<file path="src/rtl/ata_tf_pkg.sv">
package ata_tf_pkg;
  localparam logic [3:0] OFF_DATA    = 4'd0;
  localparam logic [3:0] OFF_ERRFEAT = 4'd1;
  localparam logic [3:0] OFF_SCNT    = 4'd2;
  localparam logic [3:0] OFF_SNUM    = 4'd3;
  localparam logic [3:0] OFF_CYLLO   = 4'd4;
  localparam logic [3:0] OFF_CYLHI   = 4'd5;
  localparam logic [3:0] OFF_DRVHD   = 4'd6;
  localparam logic [3:0] OFF_CMDSTAT = 4'd7;
  localparam logic [3:0] OFF_DEVCTL  = 4'd8;
  localparam logic [3:0] OFF_ALTADR  = 4'd9;

  localparam int ST_BSY = 7;
  localparam int ST_RDY = 6;
  localparam int ST_WFT = 5;
  localparam int ST_DSC = 4;
  localparam int ST_DRQ = 3;
  localparam int ST_ERR = 0;

  localparam int CTL_SRST = 2;
  localparam int CTL_NIEN = 1;
  localparam int DH_SLOT  = 4;
  localparam int ER_ABRT  = 2;

  localparam logic [7:0] CMD_IDENT_DISK = 8'hEC;
  localparam logic [7:0] CMD_IDENT_PKT  = 8'hA1;
  localparam logic [7:0] CMD_PACKET     = 8'hA0;
  localparam logic [7:0] CMD_SETFEAT    = 8'hEF;

  typedef enum logic [1:0] {KIND_NONE, KIND_DISK, KIND_PACKET} dev_kind_t;
  typedef enum logic [2:0] {ACT_NONE, ACT_ABORT, ACT_IDENT, ACT_PKT, ACT_SETF} cmd_act_t;
endpackage

</file>
<file path="src/rtl/ata_tf_cmd_decode.sv">
module ata_tf_cmd_decode
  import ata_tf_pkg::*;
(
  input  logic [7:0] cmd_byte,
  input  dev_kind_t  kind,
  output cmd_act_t   act
);
  always_comb begin
    act = ACT_NONE;
    unique case (cmd_byte)
      CMD_IDENT_DISK: act = (kind == KIND_DISK)   ? ACT_IDENT : ACT_ABORT;
      CMD_IDENT_PKT:  act = (kind == KIND_PACKET) ? ACT_IDENT : ACT_ABORT;
      CMD_PACKET:     act = (kind == KIND_PACKET) ? ACT_PKT   : ACT_ABORT;
      CMD_SETFEAT:    act = ACT_SETF;
      default:        act = ACT_NONE;
    endcase
  end

  // a packet transfer is only granted to a packet slot
  always_comb begin
    p_pkt_kind_r9: assert (act != ACT_PKT || kind == KIND_PACKET);
  end
endmodule

</file>
<file path="src/rtl/ata_tf_slot_regs.sv">
module ata_tf_slot_regs #(
  parameter logic [15:0] PKT_CYL  = 16'hEB14,
  parameter logic [15:0] DISK_CYL = 16'h0000
) (
  input  logic       clk,
  input  logic       rst_n,
  input  logic       fld_we,
  input  logic [1:0] fld_sel,
  input  logic [7:0] fld_wdata,
  input  logic       cnt_to_one,
  input  logic       rst_done,
  input  logic       is_packet,
  output logic [7:0] scnt,
  output logic [7:0] snum,
  output logic [7:0] cyl_lo,
  output logic [7:0] cyl_hi
);
  localparam int NFLD = 4;

  logic [7:0] fld_q [NFLD];
  logic [7:0] fld_d [NFLD];
  logic [15:0] cyl_init;

  assign cyl_init = is_packet ? PKT_CYL : DISK_CYL;

  always_comb begin
    for (int i = 0; i < NFLD; i++) fld_d[i] = fld_q[i];
    if (rst_done) begin
      fld_d[0] = 8'd1;
      fld_d[1] = 8'd1;
      fld_d[2] = cyl_init[7:0];
      fld_d[3] = cyl_init[15:8];
    end else if (cnt_to_one) begin
      fld_d[0] = 8'd1;
    end else if (fld_we) begin
      fld_d[fld_sel] = fld_wdata;
    end
  end

  generate
    for (genvar g = 0; g < NFLD; g++) begin : g_fld
      always_ff @(posedge clk or negedge rst_n) begin
        if (!rst_n)      fld_q[g] <= (g < 2) ? 8'd1 : 8'd0;
        else if (rst_done || cnt_to_one || fld_we) fld_q[g] <= fld_d[g];
      end
    end
  endgenerate

  assign scnt   = fld_q[0];
  assign snum   = fld_q[1];
  assign cyl_lo = fld_q[2];
  assign cyl_hi = fld_q[3];

  p_slot_reset_r6: assert property (@(posedge clk) disable iff (!rst_n)
    rst_done |=> (scnt == 8'd1 && snum == 8'd1 &&
                  {cyl_hi, cyl_lo} == ($past(is_packet) ? PKT_CYL : DISK_CYL)));
endmodule

</file>
<file path="src/rtl/ata_tf_read_mux.sv">
module ata_tf_read_mux
  import ata_tf_pkg::*;
(
  input  logic [3:0] addr,
  input  logic       slot_empty,
  input  logic [7:0] err,
  input  logic [7:0] dh,
  input  logic [7:0] stat,
  input  logic [7:0] sc,
  input  logic [7:0] sn,
  input  logic [7:0] cl,
  input  logic [7:0] ch,
  output logic [7:0] rd_data
);
  logic [7:0] raw;

  always_comb begin
    unique case (addr)
      OFF_ERRFEAT: raw = err;
      OFF_SCNT:    raw = sc;
      OFF_SNUM:    raw = sn;
      OFF_CYLLO:   raw = cl;
      OFF_CYLHI:   raw = ch;
      OFF_DRVHD:   raw = dh;
      OFF_CMDSTAT: raw = stat;
      OFF_DEVCTL:  raw = stat;
      default:     raw = 8'h00;
    endcase
  end

  always_comb begin
    if (addr == OFF_ALTADR)                      rd_data = 8'hFF;
    else if (slot_empty && addr == OFF_DRVHD)    rd_data = 8'hA0;
    else if (slot_empty)                         rd_data = 8'h00;
    else                                         rd_data = raw;
  end
endmodule

</file>
<file path="src/rtl/ata_taskfile_ctrl.sv">
module ata_taskfile_ctrl
  import ata_tf_pkg::*;
#(
  parameter int LEN_W        = 12,
  parameter int IDENT_BYTES  = 512,
  parameter int PACKET_BYTES = 12
) (
  input  logic             clk,
  input  logic             rst_n,
  input  logic             wr_en,
  input  logic [3:0]       addr,
  input  logic [7:0]       wr_data,
  output logic [7:0]       rd_data,
  input  logic [1:0]       slot_present,
  input  logic [1:0]       slot_is_packet,
  output logic             irq,
  output logic             xfer_start,
  output logic [LEN_W-1:0] xfer_len,
  output logic             xfer_to_device,
  output logic             active_slot,
  output logic [7:0]       cmd_code,
  output logic [7:0]       features
);
  localparam int NSLOT = 2;
  localparam logic [LEN_W-1:0] ID_LEN  = LEN_W'(IDENT_BYTES);
  localparam logic [LEN_W-1:0] PKT_LEN = LEN_W'(PACKET_BYTES);

  logic [7:0] err_q, err_d, stat_q, stat_d, ctrl_q, ctrl_d;
  logic [7:0] feat_q, feat_d, dh_q, dh_d, cmd_q, cmd_d;
  logic       irq_q, irq_d, xs_q, xs_d, xdir_q, xdir_d;
  logic [LEN_W-1:0] xlen_q, xlen_d;
  logic       raise;

  dev_kind_t  slot_kind [NSLOT];
  logic [7:0] sc_s [NSLOT];
  logic [7:0] sn_s [NSLOT];
  logic [7:0] cl_s [NSLOT];
  logic [7:0] ch_s [NSLOT];

  logic     sel;
  logic     wr_cmd, wr_ctl, srst_rise, srst_fall, wr_fld;
  cmd_act_t act;

  assign sel       = dh_q[DH_SLOT];
  assign wr_cmd    = wr_en && (addr == OFF_CMDSTAT);
  assign wr_ctl    = wr_en && (addr == OFF_DEVCTL);
  assign wr_fld    = wr_en && (addr >= OFF_SCNT) && (addr <= OFF_CYLHI);
  assign srst_rise = wr_ctl && !ctrl_q[CTL_SRST] &&  wr_data[CTL_SRST];
  assign srst_fall = wr_ctl &&  ctrl_q[CTL_SRST] && !wr_data[CTL_SRST];

  generate
    for (genvar s = 0; s < NSLOT; s++) begin : g_slot
      assign slot_kind[s] = !slot_present[s]  ? KIND_NONE :
                            slot_is_packet[s] ? KIND_PACKET : KIND_DISK;

      ata_tf_slot_regs u_slot (
        .clk        (clk),
        .rst_n      (rst_n),
        .fld_we     (wr_fld && (sel == 1'(s))),
        .fld_sel    (2'(addr - OFF_SCNT)),
        .fld_wdata  (wr_data),
        .cnt_to_one (wr_cmd && (act == ACT_PKT) && (sel == 1'(s))),
        .rst_done   (srst_fall),
        .is_packet  (slot_kind[s] == KIND_PACKET),
        .scnt       (sc_s[s]),
        .snum       (sn_s[s]),
        .cyl_lo     (cl_s[s]),
        .cyl_hi     (ch_s[s])
      );
    end
  endgenerate

  ata_tf_cmd_decode u_dec (
    .cmd_byte (wr_data),
    .kind     (slot_kind[sel]),
    .act      (act)
  );

  ata_tf_read_mux u_rd (
    .addr       (addr),
    .slot_empty (slot_kind[sel] == KIND_NONE),
    .err        (err_q),
    .dh         (dh_q),
    .stat       (stat_q),
    .sc         (sc_s[sel]),
    .sn         (sn_s[sel]),
    .cl         (cl_s[sel]),
    .ch         (ch_s[sel]),
    .rd_data    (rd_data)
  );

  always_comb begin
    err_d  = err_q;
    stat_d = stat_q;
    ctrl_d = ctrl_q;
    feat_d = feat_q;
    dh_d   = dh_q;
    cmd_d  = cmd_q;
    xs_d   = 1'b0;
    xlen_d = xlen_q;
    xdir_d = xdir_q;
    raise  = 1'b0;
    if (wr_en) begin
      unique case (addr)
        OFF_ERRFEAT: feat_d = wr_data;
        OFF_DRVHD: begin
          dh_d = wr_data | 8'hA0;
          if (slot_kind[wr_data[DH_SLOT]] == KIND_NONE) begin
            err_d[ER_ABRT] = 1'b1;
            stat_d[ST_ERR] = 1'b1;
          end
        end
        OFF_CMDSTAT: begin
          cmd_d = wr_data;
          unique case (act)
            ACT_ABORT: begin
              stat_d = 8'h41;
              err_d  = 8'h04;
              raise  = 1'b1;
            end
            ACT_IDENT: begin
              stat_d = 8'h58;
              err_d  = 8'h00;
              raise  = 1'b1;
              xs_d   = 1'b1;
              xlen_d = ID_LEN;
              xdir_d = 1'b0;
            end
            ACT_PKT: begin
              stat_d[ST_BSY] = 1'b0;
              stat_d[ST_WFT] = 1'b0;
              stat_d[ST_ERR] = 1'b0;
              stat_d[ST_DRQ] = 1'b1;
              xs_d   = 1'b1;
              xlen_d = PKT_LEN;
              xdir_d = 1'b1;
            end
            ACT_SETF: begin
              stat_d[ST_BSY] = 1'b0;
              stat_d[ST_WFT] = 1'b0;
              stat_d[ST_ERR] = 1'b0;
              stat_d[ST_RDY] = 1'b1;
              stat_d[ST_DSC] = 1'b1;
              raise  = 1'b1;
            end
            default: ;
          endcase
        end
        OFF_DEVCTL: begin
          ctrl_d = wr_data;
          if (srst_rise) begin
            stat_d           = 8'h90;
            err_d            = 8'h01;
            cmd_d            = 8'h00;
            ctrl_d[CTL_NIEN] = 1'b0;
          end else if (srst_fall) begin
            stat_d[ST_BSY] = 1'b0;
            stat_d[ST_RDY] = 1'b1;
            dh_d[3:0]      = 4'h0;
          end
        end
        default: ;
      endcase
    end
    irq_d = raise && !ctrl_q[CTL_NIEN];
  end

  always_ff @(posedge clk or negedge rst_n) begin
    if (!rst_n) begin
      err_q  <= 8'h01;
      stat_q <= 8'h00;
      ctrl_q <= 8'h08;
      feat_q <= 8'h00;
      dh_q   <= 8'h00;
      cmd_q  <= 8'h00;
      irq_q  <= 1'b0;
      xs_q   <= 1'b0;
      xlen_q <= '0;
      xdir_q <= 1'b0;
    end else begin
      if (wr_en) begin
        err_q  <= err_d;
        stat_q <= stat_d;
        ctrl_q <= ctrl_d;
        feat_q <= feat_d;
        dh_q   <= dh_d;
        cmd_q  <= cmd_d;
        xlen_q <= xlen_d;
        xdir_q <= xdir_d;
      end
      irq_q <= irq_d;
      xs_q  <= xs_d;
    end
  end

  assign irq            = irq_q;
  assign xfer_start     = xs_q;
  assign xfer_len       = xlen_q;
  assign xfer_to_device = xdir_q;
  assign active_slot    = sel;
  assign cmd_code       = cmd_q;
  assign features       = feat_q;

  p_dh_forced_r2: assert property (@(posedge clk) disable iff (!rst_n)
    (wr_en && addr == OFF_DRVHD) |=> ((dh_q & 8'hA0) == 8'hA0));

  p_srst_rise_r5: assert property (@(posedge clk) disable iff (!rst_n)
    srst_rise |=> (stat_q == 8'h90 && err_q == 8'h01 && cmd_q == 8'h00 && !ctrl_q[CTL_NIEN]));

  p_xfer_shape_r8: assert property (@(posedge clk) disable iff (!rst_n)
    xfer_start |-> ((xfer_len == ID_LEN && !xfer_to_device) ||
                    (xfer_len == PKT_LEN && xfer_to_device)));

  p_unknown_cmd_r11: assert property (@(posedge clk) disable iff (!rst_n)
    (wr_cmd && act == ACT_NONE) |=> ($stable(stat_q) && $stable(err_q) && !irq && !xfer_start));

  p_irq_cause_r12: assert property (@(posedge clk) disable iff (!rst_n)
    irq |-> $past(wr_cmd && !ctrl_q[CTL_NIEN]));
endmodule

</file>
<file path="config.mk">
export PLATFORM = sky130hd
export DESIGN_NAME = ata_taskfile_ctrl
export DESIGN_NICKNAME = d
export VERILOG_FILES = /design/src/rtl/ata_tf_pkg.sv /design/src/rtl/ata_tf_cmd_decode.sv /design/src/rtl/ata_tf_slot_regs.sv /design/src/rtl/ata_tf_read_mux.sv /design/src/rtl/ata_taskfile_ctrl.sv
export SDC_FILE = /design/constraint.sdc
export NUM_CORES = 1
export LEC_CHECK = 0
export BUFFER_PORTS_ARGS = -buffer_cell sky130_fd_sc_hd__buf_2
export CAP_MARGIN = 20
export CELL_PAD_IN_SITES_DETAIL_PLACEMENT = 2
export CELL_PAD_IN_SITES_GLOBAL_PLACEMENT = 2
export CORE_UTILIZATION = 35
export DETAILED_ROUTE_END_ITERATION = 10
export GPL_TIMING_DRIVEN = 0
export PLACE_DENSITY = 0.77
export SKIP_CTS_REPAIR_TIMING = 1
export SYNTH_ARGS = -nofsm -noshare
export SYNTH_HDL_FRONTEND = slang
export SYNTH_SLANG_ARGS = --single-unit
</file>
<file path="constraint.sdc">
create_clock -name clk -period 1.8 [get_ports clk]
set_input_delay 0.27 -clock clk [delete_from_list [all_inputs] [get_ports clk]]
set_output_delay 0.27 -clock clk [all_outputs]
set_load 0.005 [all_outputs]
</file>
=== Word level (Yosys, flattened, before mapping) ===
Index checks and enable logic that the tools add are counted.

* Equal/unequal tests: 35
* Reduce and logical (&&, ||, !) cells: 59
* Bitwise operators: 4
* $add $sub $neg: 1
* Muxes and demuxes: 75
* Magnitude comparators: 6

{| class="wikitable"
|+ Operators with widths
! kind !! count
|-
| 8-bit 2-to-1 mux || 20
|-
| 32-bit 2-to-1 mux || 4
|-
| 32-bit bitwise mux || 2
|-
| 8-bit one-hot mux with 7 select lines || 1
|-
| 24-bit 2-to-1 mux || 2
|-
| 8-bit == test (second input constant) || 4
|-
| 16-bit 2-to-1 mux || 2
|-
| 2-bit 2-to-1 mux || 16
|-
| 8-bit one-hot mux with 2 select lines || 2
|-
| 4-bit AND reduction || 8
|-
| 12-bit one-hot mux with 2 select lines || 1
|-
| 8-bit demux with 2-bit select || 1
|-
| 4-bit by 3-bit == test with 1-bit output (second input constant) || 4
|-
| 1-bit logical AND || 16
|-
| 2-bit != test (second input constant) || 8
|-
| 7-bit one-hot mux with 2 select lines || 1
|-
| 3-bit by 2-bit != test with 1-bit output (second input constant) || 4
|-
| 3-bit one-hot mux with 4 select lines || 1
|-
| 3-bit AND reduction || 4
|-
| 1-bit 2-to-1 mux || 10
|-
| 5-bit one-hot mux with 2 select lines || 1
|-
| 2-bit AND reduction || 5
|-
| 5-bit AND reduction || 2
|-
| 2-bit nonzero test || 5
|-
| other kinds (32) || 56
|}

* Output and inout bits: 40
* Flip-flop bits (word level): 122
* Input bits: 19

=== Depth between registers and ports, before layout ===
Gate-level depths: netlist of the first run.

* Word-level depth: 14
* Gate-level depth with buffers: 7
* Depth with buffers taken out: 5

=== By module ===
A second synthesis of the first run with hierarchy kept.

* Cells, all modules: 570
* Area, all modules: 5984.5 µm²

{| class="wikitable"
|+ Modules (own cells, without submodules)
! module !! instances !! seq. area each (µm²) !! cells an instance !! area an instance (µm²)
|-
| ata_tf_slot_regs || 2 || 803.3 || 116 || 1450.1
|-
| ata_taskfile_ctrl || 1 || 902.1 || 216 || 2217.1
|-
| ata_tf_read_mux || 1 || 0.0 || 107 || 743.2
|-
| ata_tf_cmd_decode || 1 || 0.0 || 15 || 123.9
|}

=== Least setup slack after synthesis of the first run ===
OpenSTA, ideal clock, no wires.

* Path type: reg-to-reg
* From: register dh_q[4]
* To: register stat_q[6]
* Setup slack: -0.112 ns
* Arrival: 1.792 ns
* Buffers on the path: 1
* Required time: 1.680 ns
* Clock period less this slack: 1.912 ns
* Setup time: 0.120 ns
* Stages on the path, launching flop included: 7
* Cell sequence: dfrtp_1 > buf_6 > and3b_1 > o211ai_1 > and3_1 > or4_1 > o211a_1

* Longest elaborated chain between the ends: 11
* Elaborated cells between the ends (all ways): 16
* Those cells by class: eq/ne: 6; mux: 7; bitwise: 1; reduce/logical: 2

{| class="wikitable"
|+ Ends and longest elaborated chain
! what !! line !! source
|-
| from (decl) || ata_taskfile_ctrl.sv:29 || <nowiki>logic [7:0] feat_q, feat_d, dh_q, dh_d, cmd_q, cmd_d;</nowiki>
|-
| from (signal assigned) || ata_taskfile_ctrl.sv:186 || <nowiki>dh_q <= dh_d;</nowiki>
|-
| 1-bit NOT with 2-bit output (not written as such) * || ata_taskfile_ctrl.sv:75 || <nowiki>.kind (slot_kind[sel]),</nowiki>
|-
| 2-bit 2-to-1 mux (not written as such) * (3 in a row) || ata_taskfile_ctrl.sv:75 ||
|-
| 2-bit == test / 2-bit by 1-bit == test with 1-bit output (equally long branches) || ata_tf_cmd_decode.sv:12, ata_tf_cmd_decode.sv:13, ata_tf_cmd_decode.sv:11 ||
|-
| 2-bit 2-to-1 mux (on tied branches) || ata_tf_cmd_decode.sv:12, ata_tf_cmd_decode.sv:11, ata_tf_cmd_decode.sv:13 ||
|-
| 3-bit one-hot mux with 4 select lines * || ata_tf_cmd_decode.sv:10 || <nowiki>unique case (cmd_byte)</nowiki>
|-
| 3-bit == test, or another cell as far along || ata_taskfile_ctrl.sv:115 || <nowiki>unique case (act)</nowiki>
|-
| 3-bit OR reduction (no source line) * || - ||
|-
| 2-bit != test (no source line) * || - ||
|-
| 4-bit AND reduction (no source line) * || - ||
|-
| to (signal assigned) || ata_taskfile_ctrl.sv:183 || <nowiki>stat_q <= stat_d;</nowiki>
|-
| to (decl) || ata_taskfile_ctrl.sv:28 || <nowiki>logic [7:0] err_q, err_d, stat_q, stat_d, ctrl_q, ctrl_d;</nowiki>
|}

Every way passes the cells marked *; elsewhere a longest branch is shown, timed or not. The select of a mux whose other input is x is not followed.
A chain may end at the register's enable or synchronous reset.

=== Worst setup path in the final report of the first run ===
* From: register dh_q[4]
* To: register g_slot[0].u_slot.fld_q, in the netlist g_slot[0].u_slot.scnt[0]

* Longest elaborated chain between the ends: 13
* Elaborated cells between the ends (all ways): 21
* Those cells by class: eq/ne: 3; mux: 9; bitwise: 2; reduce/logical: 7

{| class="wikitable"
|+ Ends and longest elaborated chain
! what !! line !! source
|-
| 1-bit NOT with 2-bit output (not written as such) || ata_taskfile_ctrl.sv:75 ||
|-
| 2-bit 2-to-1 mux (not written as such) (3 in a row) || ata_taskfile_ctrl.sv:75 ||
|-
| 2-bit == test / 2-bit by 1-bit == test with 1-bit output (equally long branches) || ata_tf_cmd_decode.sv:12, ata_tf_cmd_decode.sv:13, ata_tf_cmd_decode.sv:11 ||
|-
| 2-bit 2-to-1 mux (on tied branches) || ata_tf_cmd_decode.sv:12, ata_tf_cmd_decode.sv:11, ata_tf_cmd_decode.sv:13 ||
|-
| 3-bit one-hot mux with 4 select lines || ata_tf_cmd_decode.sv:10 ||
|-
| 3-bit by 2-bit == test with 1-bit output || ata_taskfile_ctrl.sv:62 || <nowiki>.cnt_to_one (wr_cmd && (act == ACT_PKT) && (sel == 1'(s))),</nowiki>
|-
| 1-bit logical AND (2 in a row) || ata_taskfile_ctrl.sv:62 ||
|-
| 1-bit logical OR (2 in a row) || ata_tf_slot_regs.sv:44 || <nowiki>else if (rst_done || cnt_to_one || fld_we) fld_q[g] <= fld_d[g];</nowiki>
|-
| 2-bit AND reduction (no source line) || - ||
|-
| to (signal, indexed assignment) || ata_tf_slot_regs.sv:43 || <nowiki>if (!rst_n) fld_q[g] <= (g < 2) ? 8'd1 : 8'd0;</nowiki>
|-
| to (signal, indexed assignment) || ata_tf_slot_regs.sv:44 ||
|-
| to (decl) || ata_tf_slot_regs.sv:20 || <nowiki>logic [7:0] fld_q [NFLD];</nowiki>
|}

Parallel ways exist; a longest one is shown, timed or not. The select of a mux whose other input is x is not followed.

==> metrics, run 1 <==
Die W=127 µm; final net count=662; Final Non-Filler Cells=859; Distinct cells, synth=77; clk slew on worst S/H paths=0.08 ns; area grow syn2layout=35.0%; synthesized area per cell=10.5 µm²; all-layer global routing usage=25.6%; post-DP HPWL=14,200 µm; total power=7.61 mW; Synth Instances=523; core area=15,300 µm²; Max Clk Rate=385 MHz; maximum VDD drop=0.000689 V; routability cong.=0.901; Crit path max-delay family=simple AND/OR/NAND/NOR gates; period utilisation layout=144%; Synth area leader=dfrtp_1; clk sinks=100; GRT Residual Overflow=0; failing checks=setup timing; DRT Pass-1 Iters=6; Max H-tree Level=3; critical path startpoint category=register; DR iter-0 viols=263; DIE AREA=16,200 µm²; largest net degree at the start of global routing=71; Root Driver=clkbuf_16; CP Capture Type=register; Slew headroom=33.4%; die extent in y=127 µm; placed insts=791; register share of total power=42.0%; Design Area, Final=7420 µm²; vias in the first global route=5,123; routed wire length=23,600 µm; sequential share of the synthesized area=45.7%; Worst Hold Slack=0.311 ns; largest cells by area after synthesis=dfrtp_1 43%, mux2i_1 9.7%, a22o_1 3.2%; top-area cell type share of the netlist area=43.3%; Critical path origin=dh_q[4]$_DFFE_PN0P_; Final Max Slew Viols=0; Port Buffers=48; Post-synth EDFFs=0; Comb power frac=28.6%; Max stage delay cell, worst path=a211o_4; minimum clock period=2.59 ns; wire per inst=27.4 µm; PD cells=1030 nW/µm²; Worst-Skew Late Latency=0.37 ns; register bit count reported by yosys=100; Worst path max stage delay=0.47 ns; CP max FO=8; Most used DFF post-synth=dfrtp_1; worst min path class=in2reg; TNS Setup=-21.16 ns; Lkg Pwr=3.38 nW; Final setup viols=53; ys async rst share=100%; Worst Slack Setup Final=-0.794 ns; unrepaired setup endpoints after global routing=yes; layout cells sized above 1=40.9%; num ports=59; Ant. Diodes=0; Yosys warning total=0; Worst R2R Path Depth=9; HP Start=wr_en; R2R Path End=g_slot[0].u_slot.scnt[0]$_DFFE_PN1P_; worst r2r src=dh_q[4]$_DFFE_PN0P_; clk_skew=0.0134 ns; setup slack, reg-to-reg=-0.79 ns; final hold viol count=0; fillers=1,540; initial core utilization=36.0%; Post-DRT Antenna Nets=0; Clock Power Share=29.5%; Via density=5.93; clk buf depth=2; synthesized cell area=5490 µm²; initial antenna violation count=0; Worst-Margin Slew=1.00 ns; CP Cell Sequence=buf_6, buf_12, buf_6, and3b_2, o211ai_1, a211o_4, nor4_4, buf_12, or3_1; post-layout util=48.6%; hold depth=3; WP buf/inv=4; Max-Cap Viols=0; post-placement setup slack=-0.866 ns; Data required, critical path=2.11 ns; CTS tree=done; CTS Buf Count=9; P_int=5.15 mW; Net Sw Frac=32.3%; placed instance area=6070 µm²; Crit path arrival time=2.90 ns; status=complete, but fails checks; total number of vias=5,096; first-pass GRT wire length=30,800 µm; hold path endpoint=irq$_DFF_PN0_; Setup CP Type=reg2reg; Row Count=45; # DRC=0; switching power=2.46 mW
-- placed cells by master (no fill, tap or decap), types with 10 or more instances in the layout --
master,netlist,routed
a21oi_1,25,21
a22o_1,20,20
nor3_2,2,10
nor2_1,39,33
clkbuf_16,0,10
mux2_2,15,14
dfrtp_1,95,95
buf_4,17,56
o21ai_0,35,23
buf_6,5,14
nand2_1,37,35
mux2i_1,53,45
buf_2,7,50
-- area by class of cell --
cell class / instances / area [µm²] / share of cell area, %
buffer: 43 / 334 / 4.50
clock buffer: 11 / 253 / 3.41
clock inverter: 5 / 81.3 / 1.10
inverter: 8 / 33.8 / 0.456
timing repair buffer: 102 / 777 / 10.5
multi-input combinational: 379 / 3160 / 42.7
tap: 211 / 264 / 3.56
sequential: 100 / 2510 / 33.8
-- tightest hold or removal path: stages --
cell	delay [ns]
buf_4	0.17
nand2_4	0.14
a211oi_2	0.06
-- sequential cells by signal, summed over array words and instances (netlist names) --
signal and cells:
cmd_code 8, ctrl_q 2, dh_q 7, err_q 2, features 8, g_slot.u_slot.cyl_hi 16
g_slot.u_slot.cyl_lo 16, g_slot.u_slot.scnt 16, g_slot.u_slot.snum 16, irq 1, stat_q 5, xfer_len 2
xfer_start 1
-- worst max path at each step --
stage | cells past startpoint | endpoint
CTS | 8 | rd_data[4]
finish | 9 | g_slot[0].u_slot.scnt[0]$_DFFE_PN1P_
detailed placement | 7 | rd_data[7]
global placement | 7 | rd_data[7]
global route | 9 | g_slot[0].u_slot.scnt[0]$_DFFE_PN1P_
floorplan | 6 | g_slot[1].u_slot.scnt[2]$_DFFE_PN0P_
-- layer usage --
metal  GRT usage, %  share of wire (%)  up-vias
met5              0                  0        -
met2           43.9                 50      196
met4           8.89                4.5        0
li1               -                  -     2154
met1           32.7                 41     2679
met3           4.31                5.0       67
-- power groups by stage --
stage | Clock [mW] | Combinational, mW | Sequential (mW)
after floorplan | 0 | 1.02 | 3.05
after detailed placement | 0 | 1.55 | 3.17
after CTS | 2.24 | 1.57 | 3.13
final | 2.24 | 2.17 | 3.19
after global routing | 2.32 | 2.31 | 3.24
after global placement | 0 | 1.46 | 3.12
-- synthesized netlist by cell type, types with 7 or more instances --
library cell,number
nand2_1,37
clkbuf_1,13
a211oi_1,7
a21oi_1,25
buf_4,17
nand2b_1,7
nor2_1,39
buf_2,7
dfrtp_1,95
mux2_2,15
mux2i_1,53
a22o_1,20
nor3_1,17
o21ai_0,35
inv_1,7
-- logic make-up after synthesis --
group | synth area share (%)
compound gates | 18.3
xor+xnor | 0.319
buf+inv | 5.56
flops | 45.7
mux | 12.7
other cells | 0.0683
simple gates | 17.4
No activity file was read; power rests on OpenSTA's default activity.
==> run 2: changes to the inputs <==
--- a/config.mk
+++ b/config.mk
@@ -7,12 +7,12 @@
 export LEC_CHECK = 0
 export BUFFER_PORTS_ARGS = -buffer_cell sky130_fd_sc_hd__buf_2
 export CAP_MARGIN = 20
-export CELL_PAD_IN_SITES_DETAIL_PLACEMENT = 2
-export CELL_PAD_IN_SITES_GLOBAL_PLACEMENT = 2
-export CORE_UTILIZATION = 35
+export CELL_PAD_IN_SITES_DETAIL_PLACEMENT = 1
+export CELL_PAD_IN_SITES_GLOBAL_PLACEMENT = 1
+export CORE_UTILIZATION = 42
 export DETAILED_ROUTE_END_ITERATION = 10
 export GPL_TIMING_DRIVEN = 0
-export PLACE_DENSITY = 0.77
+export PLACE_DENSITY = 0.76
 export SKIP_CTS_REPAIR_TIMING = 1
 export SYNTH_ARGS = -nofsm -noshare
 export SYNTH_HDL_FRONTEND = slang
==> run 2 against run 1 <==
Net effect:
- the flow still finishes with violations (setup timing)
- first-iteration DRC count up 27%
- hold slack better by 0.016 ns
- final cell count down 5.5%
- clock skew down 0.0051 ns
- routed wire length down 13%
- register-to-register slack better by 0.17 ns
- utilization up 8.9 points
- via count down 3.8%
- clock power down 9%
- design area down 1.7%
- maximum frequency up 6.2%
- critical path type is now reg2out
- critical endpoint is now rd_data[3]
==> metrics, run 2 (synthesis results as in run 1) <==
CP Capture Type=primary output; unrepaired setup endpoints after global routing=yes; routability cong.=0.906; Max-Cap Viols=0; Via density=6.04; clk slew on worst S/H paths=0.07 ns; Crit path arrival time=2.17 ns; hold path endpoint=irq$_DFF_PN0_; Worst-Margin Slew=0.896 ns; R2R Path End=g_slot[1].u_slot.scnt[0]$_DFFE_PN1P_; Final Max Slew Viols=0; routed wire length=20,400 µm; wire per inst=25.1 µm; DR iter-0 viols=333; Die W=116 µm; final hold viol count=0; Worst R2R Path Depth=10; post-layout util=57.5%; layout cells sized above 1=40.0%; setup slack, reg-to-reg=-0.62 ns; Data required, critical path=1.53 ns; vias in the first global route=4,806; CP max FO=4; placed instance area=6030 µm²; HP Start=wr_en; failing checks=setup timing; maximum VDD drop=0.000686 V; worst r2r src=dh_q[4]$_DFFE_PN0P_; Ant. Diodes=0; Final setup viols=71; hold depth=3; clk buf depth=2; DRT Pass-1 Iters=5; commonest non-fill, non-tap cell in the layout=dfrtp_1; Max Clk Rate=409 MHz; Post-DRT Antenna Nets=0; status=complete, but fails checks; core area=12,700 µm²; Root Driver=clkbuf_16; CTS Buf Count=9; num ports=59; worst min path class=in2reg; clk_skew=0.00836 ns; final net count=654; clk sinks=100; critical path startpoint category=register; first-pass GRT wire length=28,000 µm; Setup CP Type=reg2out; initial core utilization=43.4%; period utilisation layout=136%; most frequent cells in the layout=95 x dfrtp_1, 50 x buf_2, 45 x mux2i_1, 45 x buf_4, 34 x nor2_1; PD cells=993 nW/µm²; post-DP HPWL=13,100 µm; GRT Residual Overflow=0; total number of vias=4,901; minimum clock period=2.44 ns; # DRC=0; Worst-Skew Late Latency=0.36 ns; initial antenna violation count=0; largest net degree at the start of global routing=52; all-layer global routing usage=28.5%; area grow syn2layout=32.7%; Worst Slack Setup Final=-0.644 ns; Design Area, Final=7290 µm²; Slew headroom=40.3%; CTS tree=done; Port Buffers=48; Lkg Pwr=3.38 nW; DIE AREA=13,500 µm²; Max H-tree Level=3; Row Count=41; die extent in y=116 µm
## run 2: cell types whose count changed in the layout (fill, tap and decap cells not counted), moves of 2 or more
cell / before / now
buf_12: 8 / 5
nand3_1: 3 / 5
clkinv_2: 1 / 3
nor2_2: 3 / 1
buf_6: 14 / 19
nand2_4: 1 / 5
nor2b_1: 2 / 4
nand3_2: 4 / 2
buf_4: 56 / 45
nand2_1: 35 / 31
## run 2: worst max path at each step
stage                                   start                                   end  depth (start not counted)
after global routing      dh_q[4]$_DFFE_PN0P_  g_slot[1].u_slot.scnt[0]$_DFFE_PN1P_                         10
final                     dh_q[4]$_DFFE_PN0P_                            rd_data[3]                          7
after global placement                addr[3]                            rd_data[7]                          7
after CTS                 dh_q[4]$_DFFE_PN0P_                            rd_data[0]                          8
after floorplan           dh_q[4]$_DFFE_PN0P_  g_slot[1].u_slot.scnt[2]$_DFFE_PN0P_                          6
after detailed placement              addr[3]                            rd_data[2]                          6
## run 2: cell type report
class                   instances  area (µm²)
flip-flops and latches        100        2510
well taps                     172         215
plain buffers                  43         324
fillers                      1394        5380
clock inverters                 6        62.6
inverters                       8        33.8
multi-input cells             379        3180
clock buffers                  10         239
repair buffers                 94         724
## run 2: critical path, stage by stage (launching register included)
cell      delay (ns)
dfrtp_1         0.39
buf_6           0.15
buf_6           0.12
mux2_4          0.29
a222oi_1        0.37
nor3b_2         0.25
o21ai_1         0.11
buf_2           0.14
## run 2: layer usage
layer	vias to the layer above	GRT usage, %	routed length (µm)	part of all wire [%]
li1	2144	-	-	-
met1	2529	37.3	8610	42
met2	184	47.6	10100	50
met3	44	4.67	950	4.7
met4	0	10.3	714	3.5
met5	-	0	0	0
## run 2: where the power goes
part	internal, mW	switching (mW)	total (mW)
logic	1.02	1.01	2.02
registers	2.79	0.382	3.18
clock network	1.12	0.920	2.04
## run 2: through the flow
| step | worst slack, ns | hold slack [ns] | cells | total power, mW | setup TNS (ns) |
|---|---|---|---|---|---|
| CTS | -1.09 | -0.0363 | 768 | 6.71 | -27.04 |
| global placement | -0.890 | 0.433 | 751 | 4.58 | -105.56 |
| global route | -0.735 | 0.334 | 812 | 7.53 | -24.58 |
| finish | -0.644 | 0.326 | 812 | 7.24 | -19.29 |
| floorplan | -0.103 | -0.0256 | 531 | 4.08 | -0.874 |
| detailed placement | -0.973 | 0.347 | 752 | 4.68 | -52.76 |
==> run 3: changes to the inputs <==
--- a/config.mk
+++ b/config.mk
@@ -12,7 +12,7 @@
 export CORE_UTILIZATION = 42
 export DETAILED_ROUTE_END_ITERATION = 10
 export GPL_TIMING_DRIVEN = 0
-export PLACE_DENSITY = 0.76
+export PLACE_DENSITY = 0.75
 export SKIP_CTS_REPAIR_TIMING = 1
 export SYNTH_ARGS = -nofsm -noshare
 export SYNTH_HDL_FRONTEND = slang
==> run 3 against run 2 <==
Net effect:
- the flow still finishes with violations (setup timing)
- sequential cell count unchanged
- die area is the same
- power fell by 0.61%
- clock skew grew 0.0050 ns
- final cell count shrank 0.62%
- clock power grew 2%
- via count down 0.98%
- critical endpoint unchanged
- largest cell class unchanged
- largest power group unchanged
==> metrics, run 3 (synthesis results as in run 1) <==
CP Capture Type=primary output; Crit path max-delay family=compound AO/OA/AOI/OAI gates; minimum clock period=2.54 ns; Ant. Diodes=0; Post-DRT Antenna Nets=0; Row Count=41; DIE AREA=13,500 µm²; commonest non-fill, non-tap cell in the layout=dfrtp_1; Worst Slack Setup Final=-0.738 ns; clk slew on worst S/H paths=0.08 ns; GRT Residual Overflow=0; first-pass GRT wire length=28,400 µm; Port Buffers=48; Worst path max stage delay=0.43 ns; core area=12,700 µm²; routed wire length=19,200 µm; Final setup viols=58; clk sinks=100; CTS Buf Count=9; Max Clk Rate=394 MHz; final hold viol count=0; final net count=649; Lkg Pwr=3.31 nW; PD cells=1020 nW/µm²; vias in the first global route=4,833; post-DP HPWL=13,100 µm; # DRC=0; critical path startpoint category=register; Setup CP Type=reg2out; Final Max Slew Viols=0; all-layer global routing usage=29.0%; unrepaired setup endpoints after global routing=yes; CP max FO=5; largest net degree at the start of global routing=52; Max stage delay cell, worst path=a222oi_1; most frequent cells in the layout=95 x dfrtp_1, 50 x buf_2, 49 x mux2i_1, 47 x buf_4, 35 x nor2_1; Worst-Skew Late Latency=0.37 ns; layout cells sized above 1=36.2%; clk_skew=0.0134 ns; initial antenna violation count=0; routability cong.=0.925; area grow syn2layout=28.9%; WP buf/inv=3; failing checks=setup timing; placed insts=752; Data required, critical path=1.53 ns; clk buf depth=2; Die W=116 µm; Max H-tree Level=3; maximum VDD drop=0.000699 V; Worst-Margin Slew=0.916 ns; Via density=6.01; num ports=59; wire per inst=23.8 µm; total number of vias=4,853; DR iter-0 viols=360; die extent in y=116 µm; Slew headroom=38.9%; CTS tree=done; period utilisation layout=141%; Root Driver=clkbuf_16; initial core utilization=43.4%; CP Cell Sequence=buf_6, buf_4, mux2_2, a222oi_1, nor3b_2, o21ai_1, buf_2; TNS Setup=-20.19 ns; Crit path arrival time=2.27 ns; Final Non-Filler Cells=807; status=complete, but fails checks; worst min path class=in2reg; DRT Pass-1 Iters=5; Max-Cap Viols=0
==> run 3: cell count changes in the layout (fill, tap and decap cells not counted), moves of 3 or more <==
cell | before | now
buf_6 | 19 | 11
mux2i_1 | 45 | 49
mux2i_2 | 5 | 2
nand2_4 | 5 | 2
nor3_1 | 3 | 12
nor3_2 | 11 | 5
nor3_4 | 5 | 2
o21ai_0 | 23 | 27
==> run 3: worst paths after layout <==
kind	startpoint	end	slack (ns)	cells after the start
max	dh_q[4]$_DFFE_PN0P_	rd_data[3]	-0.74	7
min	wr_en	irq$_DFF_PN0_	0.31	3
max reg2reg	dh_q[4]$_DFFE_PN0P_	g_slot[0].u_slot.scnt[3]$_DFFE_PN0P_	-0.60	10
min reg2reg	ctrl_q[1]$_DFFE_PN0P_	irq$_DFF_PN0_	0.46	1
max in group asynchronous	rst_n	g_slot[0].u_slot.scnt[0]$_DFFE_PN1P_	0.57	3
min in group asynchronous	rst_n	features[2]$_DFFE_PN0P_	0.49	2
==> run 3: cell type report <==
type | count | area (µm²)
fill | 1375 | 5590
sequential | 100 | 2510
clock buffer | 11 | 253
timing repair buffer | 89 | 658
tap | 172 | 215
multi-input combinational | 379 | 3030
clock inverter | 5 | 58.8
buffer | 43 | 327
inverter | 8 | 33.8
==> run 3: stage by stage <==
stage | util, % | setup slack, ns | total power, mW | instance area, µm² | hold slack (ns)
after floorplan | - | -0.103 | 4.08 | 5540 | -0.0256
after global placement | 47.3 | -0.856 | 4.58 | 6000 | 0.431
after detailed placement | 47.6 | -0.880 | 4.67 | 6030 | 0.348
after CTS | 50.0 | -1.16 | 6.77 | 6340 | -0.0356
after global routing | 55.9 | -0.817 | 7.51 | 7080 | 0.327
final | 55.9 | -0.738 | 7.19 | 7080 | 0.312
==> run 3: where the power goes <==
part / switching [mW] / total (mW) / internal, mW
Clock: 0.930 / 2.09 / 1.16
Sequential: 0.361 / 3.15 / 2.79
Combinational: 0.970 / 1.95 / 0.979
==> run 3: routing by layer <==
metal / part of all wire [%] / wire [µm] / vias up / global-route usage [%]
li1: - / - / 2134 / -
met3: 5.7 / 1100 / 46 / 3.37
met4: 3.4 / 653 / 0 / 11.6
met5: 0 / 0 / - / 0
met2: 50 / 9580 / 207 / 48.5
met1: 41 / 7890 / 2466 / 38.5
==> run 3: worst min-delay path: stages <==
cell      delay [ns]
buf_4           0.17
nand2_4         0.14
a211oi_2        0.06
